## config.mk

```make
export PLATFORM = sky130hd
export DESIGN_NAME = lockout_stream_engine
export DESIGN_NICKNAME = d
export VERILOG_FILES = /design/src/rtl/lockmix_pkg.sv /design/src/rtl/nibble_mixer.sv /design/src/rtl/xchg_sequencer.sv /design/src/rtl/lockout_stream_engine.sv
export SDC_FILE = /design/constraint.sdc
export NUM_CORES = 1
export LEC_CHECK = 0
export BUFFER_PORTS_ARGS = -buffer_cell sky130_fd_sc_hd__buf_2
export CAP_MARGIN = 20
export CORE_ASPECT_RATIO = 0.8
export CORE_MARGIN = 8
export CORE_UTILIZATION = 50
export DETAILED_ROUTE_END_ITERATION = 12
export MAX_ROUTING_LAYER = met4
export PLACE_DENSITY = 0.74
export RECOVER_POWER = 100
export SYNTH_ARGS = -nofsm -noshare
export SYNTH_HDL_FRONTEND = slang
export SYNTH_SLANG_ARGS = --single-unit
export TNS_END_PERCENT = 5
```

## constraint.sdc

```tcl
create_clock -name clk -period 23.5 [get_ports clk]
set_input_delay 2.35 -clock clk [delete_from_list [all_inputs] [get_ports clk]]
set_output_delay 2.35 -clock clk [all_outputs]
set_load 0.005 [all_outputs]
```

## src/rtl/lockmix_pkg.sv

```systemverilog
package lockmix_pkg;
  localparam int NIB_W   = 4;
  localparam int NIBS    = 15;
  localparam int STATE_W = NIB_W * NIBS;

  typedef logic [NIB_W-1:0]         nib_t;
  typedef logic [NIBS:1][NIB_W-1:0] nstate_t;

  localparam nib_t KEY_NTSC = 4'h9;
  localparam nib_t KEY_PAL  = 4'h6;

  typedef enum logic [1:0] {S_IDLE, S_SEL, S_XCH, S_MIX} seq_t;

  // One iteration of the mixing recurrence with loop counter c.
  function automatic nstate_t mix_step(nstate_t s_in, nib_t c);
    nstate_t s;
    nib_t o2, o3, ox, oy;
    logic [NIB_W:0] t;
    logic sk;
    s = s_in;
    s[1] = s[1] + c + 1'b1;
    o2 = s[2];
    s[2] = ~(o2 + s[1] + 1'b1);
    o3 = s[3];
    t = {1'b0, o2} + {1'b0, o3} + 1'b1;
    sk = t[NIB_W];
    if (sk) begin
      s[3] = t[NIB_W-1:0] + o3;
      ox = s[4];
      s[4] = s[4] + s[3];
      oy = s[5];
      s[5] = ox[NIB_W-1] ? ox + 4'd8 : oy + ox + 4'd8;
      s[6] = s[6] + oy + 1'b1;
    end else begin
      s[3] = t[NIB_W-1:0];
      s[4] = s[4] + o3;
      ox = s[5];
      s[5] = s[5] + s[4];
      oy = s[6];
      s[6] = ox[NIB_W-1] ? ox + 4'd8 : oy + ox + 4'd8;
      s[7] = s[7] + oy + 1'b1;
    end
    for (int k = 7; k <= NIBS; k++) begin
      if (k != 7 || sk) s[k] = s[k] + s[k-1] + 1'b1;
    end
    return s;
  endfunction
endpackage

```

## src/rtl/nibble_mixer.sv

```systemverilog
module nibble_mixer
  import lockmix_pkg::*;
#(
  parameter int PASSES = 3
) (
  input  logic    clk,
  input  logic    rst,
  input  logic    load,
  input  nstate_t seed,
  input  logic    start,
  input  logic    patch_en,
  input  nib_t    patch_val,
  output nstate_t state,
  output logic    busy,
  output logic    done
);
  localparam int PW = (PASSES > 1) ? $clog2(PASSES) : 1;

  nib_t          cnt;
  logic [PW-1:0] pass;
  nstate_t       nxt;

  always_comb nxt = mix_step(state, cnt);

  always_ff @(posedge clk) begin
    if (rst) begin
      state <= '0;
      busy  <= 1'b0;
      done  <= 1'b0;
      cnt   <= '0;
      pass  <= '0;
    end else begin
      done <= 1'b0;
      if (load) begin
        state <= seed;
        busy  <= 1'b0;
      end else if (start) begin
        busy <= 1'b1;
        cnt  <= state[NIBS];
        pass <= '0;
      end else if (busy) begin
        state <= nxt;
        if (cnt == '0) begin
          if (pass == PW'(PASSES - 1)) begin
            busy <= 1'b0;
            done <= 1'b1;
          end else begin
            pass <= pass + 1'b1;
            cnt  <= nxt[NIBS];
          end
        end else begin
          cnt <= cnt - 1'b1;
        end
      end else if (patch_en) begin
        state[2] <= patch_val;
      end
    end
  end

  // completion follows a busy period and lasts one cycle
  assert_done_after_busy_R6: assert property (@(posedge clk) disable iff (rst)
    done |-> $past(busy));
  assert_done_single_R9: assert property (@(posedge clk) disable iff (rst)
    done |=> !done);
endmodule

```

## src/rtl/xchg_sequencer.sv

```systemverilog
module xchg_sequencer
  import lockmix_pkg::*;
(
  input  logic    clk,
  input  logic    rst,
  input  logic    start,
  input  logic    sel_msb,
  input  nstate_t lock_st,
  input  nstate_t key_st,
  input  logic    done_l,
  input  logic    done_k,
  input  logic    rx_bit,
  output logic    tx_bit,
  output logic    bit_strobe,
  output logic    sel_phase,
  output logic    line_swap,
  output logic    mismatch,
  output logic    mix_start,
  output logic    patch_en,
  output nib_t    patch_val
);
  seq_t       seq;
  nib_t       slot;
  logic       first, got_l, got_k;
  nib_t       nxt_slot, k7, s0;
  logic [1:0] sel_j, sel_b;

  assign nxt_slot = slot + 1'b1;
  assign k7       = key_st[7];
  assign s0       = (k7 == '0) ? nib_t'(1) : k7;
  assign sel_j    = slot[1:0] + 2'd1;
  assign sel_b    = (sel_j == 2'd0) ? 2'd3 : sel_j - 2'd1;

  always_ff @(posedge clk) begin
    if (rst) begin
      seq <= S_IDLE; slot <= '0; first <= 1'b0;
      got_l <= 1'b0; got_k <= 1'b0;
      tx_bit <= 1'b0; bit_strobe <= 1'b0; sel_phase <= 1'b0;
      line_swap <= 1'b0; mismatch <= 1'b0;
      mix_start <= 1'b0; patch_en <= 1'b0; patch_val <= '0;
    end else begin
      mix_start <= 1'b0;
      patch_en  <= 1'b0;
      if (start) begin
        seq <= S_SEL; slot <= '0; first <= 1'b1;
        bit_strobe <= 1'b1; sel_phase <= 1'b1; tx_bit <= sel_msb;
        mismatch <= 1'b0; line_swap <= 1'b0;
      end else begin
        case (seq)
          S_SEL: begin
            if (slot == 4'd3) begin
              seq <= S_XCH; slot <= 4'd1; sel_phase <= 1'b0;
              tx_bit <= lock_st[1][0];
            end else begin
              slot <= nxt_slot;
              tx_bit <= key_st[1][sel_b];
            end
          end
          S_XCH: begin
            if (first && slot == 4'd2) begin
              patch_en  <= 1'b1;
              patch_val <= rx_bit ? KEY_NTSC : KEY_PAL;
            end else if (rx_bit != key_st[slot][0]) begin
              mismatch <= 1'b1;
            end
            if (slot == nib_t'(NIBS)) begin
              seq <= S_MIX; bit_strobe <= 1'b0; tx_bit <= 1'b0;
              mix_start <= 1'b1; first <= 1'b0;
              got_l <= 1'b0; got_k <= 1'b0;
            end else begin
              slot <= nxt_slot;
              tx_bit <= lock_st[nxt_slot][0];
            end
          end
          S_MIX: begin
            if (done_l) got_l <= 1'b1;
            if (done_k) got_k <= 1'b1;
            if ((got_l || done_l) && (got_k || done_k)) begin
              seq <= S_XCH; bit_strobe <= 1'b1;
              line_swap <= k7[0];
              slot <= s0;
              tx_bit <= lock_st[s0][0];
            end
          end
          default: ;
        endcase
      end
    end
  end

  assert_sel_in_slot_R2: assert property (@(posedge clk) disable iff (rst)
    sel_phase |-> bit_strobe);
  assert_mismatch_sticky_R4: assert property (@(posedge clk) disable iff (rst)
    mismatch && !start |=> mismatch);
  assert_swap_only_after_mix_R7: assert property (@(posedge clk) disable iff (rst)
    (seq != S_MIX) && !start |=> $stable(line_swap));
  assert_lock_frozen_R3: assert property (@(posedge clk) disable iff (rst)
    (seq == S_XCH) && !start |=> $stable(lock_st));
  assert_key_frozen_R5: assert property (@(posedge clk) disable iff (rst)
    (seq == S_XCH) && !start && !patch_en |=> $stable(key_st));
endmodule

```

## src/rtl/lockout_stream_engine.sv

```systemverilog
module lockout_stream_engine
  import lockmix_pkg::*;
#(
  parameter int MIX_PASSES = 3
) (
  input  logic               clk,
  input  logic               rst,
  input  logic               start,
  input  logic [STATE_W-1:0] lock_seed,
  input  logic [STATE_W-1:0] key_seed,
  input  logic               rx_bit,
  output logic               tx_bit,
  output logic               bit_strobe,
  output logic               sel_phase,
  output logic               line_swap,
  output logic               mismatch
);
  nstate_t seed_a [2];
  nstate_t st_a   [2];
  logic    busy_a [2];
  logic    done_a [2];
  logic    pen_a  [2];
  nib_t    pval_a [2];
  logic    mix_start, patch_en;
  nib_t    patch_val;

  assign seed_a[0] = lock_seed;
  assign seed_a[1] = key_seed;
  assign pen_a[0]  = 1'b0;
  assign pval_a[0] = '0;
  assign pen_a[1]  = patch_en;
  assign pval_a[1] = patch_val;

  for (genvar g = 0; g < 2; g++) begin : g_mix
    nibble_mixer #(.PASSES(MIX_PASSES)) u_mix (
      .clk       (clk),
      .rst       (rst),
      .load      (start),
      .seed      (seed_a[g]),
      .start     (mix_start),
      .patch_en  (pen_a[g]),
      .patch_val (pval_a[g]),
      .state     (st_a[g]),
      .busy      (busy_a[g]),
      .done      (done_a[g])
    );
  end

  xchg_sequencer u_seq (
    .clk        (clk),
    .rst        (rst),
    .start      (start),
    .sel_msb    (key_seed[3]),
    .lock_st    (st_a[0]),
    .key_st     (st_a[1]),
    .done_l     (done_a[0]),
    .done_k     (done_a[1]),
    .rx_bit     (rx_bit),
    .tx_bit     (tx_bit),
    .bit_strobe (bit_strobe),
    .sel_phase  (sel_phase),
    .line_swap  (line_swap),
    .mismatch   (mismatch),
    .mix_start  (mix_start),
    .patch_en   (patch_en),
    .patch_val  (patch_val)
  );

  assert_mix_from_idle_R6: assert property (@(posedge clk) disable iff (rst)
    mix_start |-> !busy_a[0] && !busy_a[1]);
endmodule

```

Word level (Yosys, flattened, before mapping) --
Cells that the tools add are included. W data, S select, Z words.
Word-level totals: register bits after elaboration 156, input port bits 124, output and inout bits 5
Cells by class: add/sub/neg operators 81, $lt $le $gt $ge 4, equal/unequal tests 23, muxes and demuxes 87, bitwise gates (word level) 9, reductions and logical operators 46
Operators with widths (count):
- $mux W60 | 4
- $add A4 B4 Y4 | 36
- $add A4 B1 Y4 const B | 27
- $mux W4 | 26
- $mux W52 | 2
- $bmux W4 S4 | 3
- $add A4 B4 Y4 const B | 8
- $mux W16 | 2
- $mux W1 | 31
- $mux W2 | 12
- $reduce_and A4 Y1 | 6
- $reduce_bool A2 Y1 | 11
- $reduce_and A3 Y1 | 6
- $lt A4 B5 Y1 const B | 3
- $ne A3 B2 Y1 const B | 5
- $reduce_and A2 Y1 | 7
- $logic_not A4 Y1 | 3
- $pmux W4 S3 | 1
- $add A4 B4 Y5 | 2
- $add A5 B1 Y5 const B | 2
- $ne A2 B1 Y1 const B | 5
- $reduce_or A5 Y1 | 2
- $reduce_bool A3 Y1 | 3
- $eq A2 B2 Y1 const B | 4
- other kinds (21) | 39

Depth between registers and ports, before layout --
depth after elaboration 28, mapped depth 37

Hierarchy --
Synthesis repeated with hierarchy kept, for this count alone.
Unflattened totals: cells, all modules 1554, area total of the unflattened synthesis 12593.3 um^2
By module, submodules not included:
- nibble_mixer at g_mix[0].u_mix | instances 1, cells an instance 698, area an instance 5627.9 um^2, seq. area each 1361.3 um^2
- nibble_mixer at g_mix[1].u_mix | instances 1, cells an instance 694, area an instance 5582.9 um^2, seq. area each 1361.3 um^2
- xchg_sequencer | instances 1, cells an instance 161, area an instance 1378.8 um^2, seq. area each 360.3 um^2
- lockout_stream_engine | instances 1, cells an instance 1, area an instance 3.8 um^2, seq. area each 0.0 um^2

Least setup slack after synthesis --
Ideal clock, no wire load.
kind register to register, from register g_mix[0].u_mix.state[4] in the netlist's numbering, to register g_mix[0].u_mix.cnt[2], library setup time 0.128 ns, arrival time 8.058 ns, data required time 23.372 ns, path slack 15.314 ns, stages on the path, launching flop included 28, period minus slack after synthesis 8.186 ns, path through dfxtp_1 -> inv_1 -> ha_1 -> fa_1 -> nor2b_1 -> o21ai_1 -> nand2b_1 -> clkbuf_1 -> clkbuf_1 -> nand2_1 -> nand2_1 -> inv_1 -> fa_1 -> o21ai_0 -> fa_1 -> fa_1 -> fa_1 -> fa_1 -> fa_1 -> fa_1 -> fa_1 -> inv_1 -> fa_1 -> xor2_1 -> a21oi_1 -> o31a_1 -> mux2i_1 -> nor2_1
On the way: word-level cells in the longest chain between the ends 26, elaborated cells between the ends (all ways) 27, classes of those cells 20 x add/sub; 7 x mux
Ends and longest elaborated chain:
- from (decl) | line nibble_mixer.sv:13 | output nstate_t state,
- from (signal assigned) | line nibble_mixer.sv:42 | state <= nxt;
- $add A4 B4 Y5 (*) | line lockmix_pkg.sv:25 | t = {1'b0, o2} + {1'b0, o3} + 1'b1;
- $add A5 B1 Y5 (*) | line lockmix_pkg.sv:25
- $mux W4 / $mux W16 (equally long branches) | line lockmix_pkg.sv:27 | if (sk) begin
- $add A4 B4 Y4 | line lockmix_pkg.sv:44 | if (k != 7 || sk) s[k] = s[k] + s[k-1] + 1'b1;
- $add A4 B1 Y4 | line lockmix_pkg.sv:44
- $mux W4 (*) | line lockmix_pkg.sv:44
- $add A4 B4 Y4 (*) | line lockmix_pkg.sv:44
- $add A4 B1 Y4 (*) | line lockmix_pkg.sv:44
- [10 not listed]
- $add A4 B4 Y4 (*) | line lockmix_pkg.sv:44
- $add A4 B1 Y4 (*) | line lockmix_pkg.sv:44
- $add A4 B4 Y4 (*) | line lockmix_pkg.sv:44
- $add A4 B1 Y4 (*) | line lockmix_pkg.sv:44
- $mux W4 (*) | line nibble_mixer.sv:44 | if (pass == PW'(PASSES - 1)) begin
- $mux W4 (*) | line nibble_mixer.sv:43 | if (cnt == '0) begin
- $mux W4 (*) | line nibble_mixer.sv:41 | end else if (busy) begin
- $mux W4 (*) | line nibble_mixer.sv:37 | end else if (start) begin
- to (signal assigned) | line nibble_mixer.sv:39 | cnt <= state[NIBS];
- to (signal assigned) | line nibble_mixer.sv:49 | cnt <= nxt[NIBS];
- to (signal assigned) | line nibble_mixer.sv:52 | cnt <= cnt - 1'b1;
- to (decl) | line nibble_mixer.sv:19 | nib_t cnt;
Every way passes the cells marked *; elsewhere a longest branch is shown, timed or not. The select of a mux whose other input is x is not followed. A chain may end at the register's enable or synchronous reset.

Final worst setup path --
from register g_mix[0].u_mix.state[4] in the netlist's numbering, to register g_mix[0].u_mix.state[59] in the netlist's numbering
On the way: word-level cells in the longest chain between the ends 25, elaborated cells between the ends (all ways) 26, classes of those cells 20 x add/sub; 6 x mux
Ends and longest elaborated chain:
- $add A4 B4 Y5 (*) | line lockmix_pkg.sv:25
- $add A5 B1 Y5 (*) | line lockmix_pkg.sv:25
- $mux W4 / $mux W16 (equally long branches) | line lockmix_pkg.sv:27
- $add A4 B4 Y4 | line lockmix_pkg.sv:44
- $add A4 B1 Y4 | line lockmix_pkg.sv:44
- $mux W4 (*) | line lockmix_pkg.sv:44
- $add A4 B4 Y4 (*) | line lockmix_pkg.sv:44
- $add A4 B1 Y4 (*) | line lockmix_pkg.sv:44
- [9 not listed]
- $add A4 B1 Y4 (*) | line lockmix_pkg.sv:44
- $add A4 B4 Y4 (*) | line lockmix_pkg.sv:44
- $add A4 B1 Y4 (*) | line lockmix_pkg.sv:44
- $add A4 B4 Y4 (*) | line lockmix_pkg.sv:44
- $add A4 B1 Y4 (*) | line lockmix_pkg.sv:44
- $mux W52 (*) | line nibble_mixer.sv:41
- $mux W60 (*) | line nibble_mixer.sv:37
- $mux W60 (*) | line nibble_mixer.sv:34 | if (load) begin
Marks and branches as above.

==> metrics.txt <==
Max-Slew Margin vs Limit=-131%; Area after DPL=about 13000 sq um; period utilization=between 30% and 40%; cells after synthesis=around 1500; CP max stage delay=~900 ps; most frequent CP cell=fa_1; worst reg2reg setup slack=about 14000 ps; layout cell share with drive strength beyond 1=~11%; Post-synth top cells=nor2_1, a21oi_1, dfxtp_1; final instance area=13800 sq um; Synth async-reset ratio=0%; fill count=approximately 2200; skew final=around 13 ps; status=finished with violations; final hold violations=0; Worst Path Arrival=~9000 ps; Seq/Total Area, Yosys=24.8%; Non-Filler Instances=1944; Worst VDD drop=118 uV; Die ar.=30200 sq um; top cells by area, synth=dfxtp_1, ha_1, a21oi_1, nor2_1, fa_1; Final setup viols=0; Critical path buffers and inverters=1; warning count from the yosys run=0; IO Port Bufs=around 130; CP Max Fanout=15; CTS tree=done; final worst slack=14400 ps; initial antenna violation count=2; Crit Path Category=reg -> reg; post-layout minimum cycle time=just over 9000 ps; Synth Flop Type=dfxtp_1; worst r2r src=g_mix[0].u_mix.state[4]$_SDFFE_PP0P_; Synthesized Nets=roughly 1800; Die Y-Extent=around 160 um; drt first pass iters=5; hold wc startpoint=u_seq.line_swap$_SDFFE_PP0P_; Post-Place Worst Slack=between 10000 and 15000 ps; number of global-route vias before repair=10600; synthesized cell area=12400 sq um; total number of vias=approximately 11000; CP required=between 20000 and 25000 ps; Max Root-Sink Buffers=2; NumNets Final=approximately 1900; cts hold-fix bufs=0; worst r2r dst=g_mix[0].u_mix.state[59]$_SDFFE_PP0P_; core area=between 20000 and 25000 sq um; remaining antenna violation count=0; Reg2Reg Depth=25; Vias/cell=between 5 and 6; failing checks=max-capacitance violations, max-slew violations; share of the synthesized area in the top cell type=between 20 and 25%; CTS Buf Count=17; CP top delay family=adder cells; DR WL/cell=about 17 um; H-Tree Depth=4; Max Cap Viol=3; RSZ-0062 raised after global routing=false; Worst-Skew Late Latency=about 430 ps; gp weighted congestion=a little under 0.9; Initial Util=about half; post-CTS setup buffer count=0; Clock Tree Root=clkbuf_16; Top Ports=129; largest net degree at the start of global routing=86; max frequency=110 MHz; Fin Setup TNS=0 ps; total congestion overflow=0; Post-CTS Resized=0; PD cells=roughly 110 nW/um^2; CP max-delay cell=nor2b_1; area leader, netlist=dfxtp_1; dpl cells=around 1900; max-slew violation count=roughly 220; Die X=approximately 190 um; Post-synth EDFFs=0; global-route wire length before repair=54500 um; Seq cells post-synth=154; DRC Markers=0; most frequent cell after synthesis=nor2_1; WHS Endpoint=u_seq.line_swap$_SDFFE_PP0P_; Distinct cells, synth=60; initial detailed-routing violation count=924; static leakage=around 0.0060 uW; clk slew on worst S/H paths=60 ps; hold crit path type=reg -> reg; TritonCTS Sinks=~150; post-synthesis average cell area=roughly 8.0 sq um; Routed Wire Length=around 33000 um; kind of start point of the critical path=flip-flop; GR Util All Layers=about 23%; Detailed Place HPWL=approximately 24000 um; Critical Path End Type=flip-flop; Worst Tran Pin Value=about 3500 ps; Worst Hold Depth=2; area grow syn2layout=10.5%; FP Rows=51
[flip-flops by register name (all words and copies together), names as in the netlist, 2 cells and up]
name and count:
g_mix.u_mix.cnt 8, g_mix.u_mix.pass 4, g_mix.u_mix.busy 2, g_mix.u_mix.state 120, u_seq.slot 4, g_mix.u_mix.done 2, u_seq.patch_val 2, u_seq.seq 2
[logic make-up after synthesis]
kind of cell | count (synthesis) | synth area share (%)
simple gates | 458 | 15.5
buf+inv | 193 | 5.90
compound gates | 397 | 19.4
mux | 55 | 5.49
xor+xnor | 128 | 10.1
flops | 154 | 24.8
fa+ha+maj | 164 | 18.8
[routing by layer]
layer / global-route usage, % / wire length (um) / vias up
li1: - / - / 5443
met1: 32.7 / 17000 / 5129
met2: 32.1 / 14100 / 331
met3: 3.98 / 1680 / 53
met4: 6.64 / 677 / 0
met5: - / 0 / -
[where the power goes]
group	internal [uW]	switching, uW	total (uW)
combinational	491	507	998
clock	160	120	280
sequential	274	17.6	292
[how the worst max path moves through the flow]
stage	startpoint	endpoint	slack, ps	depth (start not counted)
after floorplan	g_mix[0].u_mix.state[4]$_SDFFE_PP0P_	g_mix[0].u_mix.cnt[2]$_SDFFE_PP0P_	15310	27
after global placement	g_mix[0].u_mix.state[4]$_SDFFE_PP0P_	g_mix[0].u_mix.cnt[2]$_SDFFE_PP0P_	14900	25
after detailed placement	g_mix[0].u_mix.state[4]$_SDFFE_PP0P_	g_mix[0].u_mix.cnt[3]$_SDFFE_PP0P_	14690	25
after CTS	g_mix[0].u_mix.state[4]$_SDFFE_PP0P_	g_mix[0].u_mix.cnt[3]$_SDFFE_PP0P_	14610	25
after global routing	g_mix[0].u_mix.state[4]$_SDFFE_PP0P_	g_mix[0].u_mix.state[59]$_SDFFE_PP0P_	13790	25
final	g_mix[0].u_mix.state[4]$_SDFFE_PP0P_	g_mix[0].u_mix.state[59]$_SDFFE_PP0P_	14400	25
[area by class of cell]
| class | instances | area [sq um] | area share [%] |
|---|---|---|---|
| multi-input combinational | 1202 | 8610 | 62.6 |
| sequential | 154 | 3080 | 22.4 |
| timing repair buffer | 140 | 711 | 5.17 |
| clock buffer | 19 | 443 | 3.22 |
| tap | 318 | 398 | 2.89 |
| inverter | 96 | 360 | 2.62 |
| clock inverter | 13 | 141 | 1.03 |
| antenna | 2 | 5.00 | 0.0364 |
[layout by cell type, fill, tap and decap left out, types with 4 or more instances in the layout]
master | netlist | routed
nand2b_1 | 11 | 11
inv_1 | 95 | 95
a211oi_1 | 47 | 47
mux4_2 | 10 | 10
nand3_1 | 11 | 11
a311oi_1 | 11 | 12
fa_1 | 38 | 38
dfxtp_1 | 154 | 154
ha_1 | 126 | 126
xnor2_1 | 63 | 64
nand3b_1 | 6 | 6
buf_4 | 0 | 9
o211ai_1 | 20 | 20
xnor3_1 | 5 | 6
xor2_1 | 53 | 53
clkbuf_1 | 83 | 11
a221oi_1 | 8 | 10
mux2i_1 | 41 | 41
nor2_1 | 212 | 212
nand2_1 | 153 | 153
nor2b_1 | 29 | 27
o21ai_0 | 57 | 60
a31oi_1 | 4 | 4
buf_2 | 2 | 121
a21oi_1 | 185 | 185
a21o_1 | 34 | 34
clkbuf_16 | 0 | 17
nor3_1 | 23 | 23
and3_1 | 4 | 4
[worst min-delay path: stages, from the launching register on]
cell     delay (ps)
dfxtp_1         310
o21ai_0          70
a21oi_1          70
[metrics by stage]
stage / total power, uW / hold slack [ps] / util (%)
6_report: 1570 / 494 / 56.4
5_1_grt: 1700 / 500 / 56.4
3_3_place_gp: 1240 / 464 / 54.2
3_5_place_dp: 1280 / 462 / 54.2
4_1_cts: 1580 / 487 / 56.6
2_1_floorplan: 1110 / 457 / -
No activity file was read; power rests on OpenSTA's default activity.
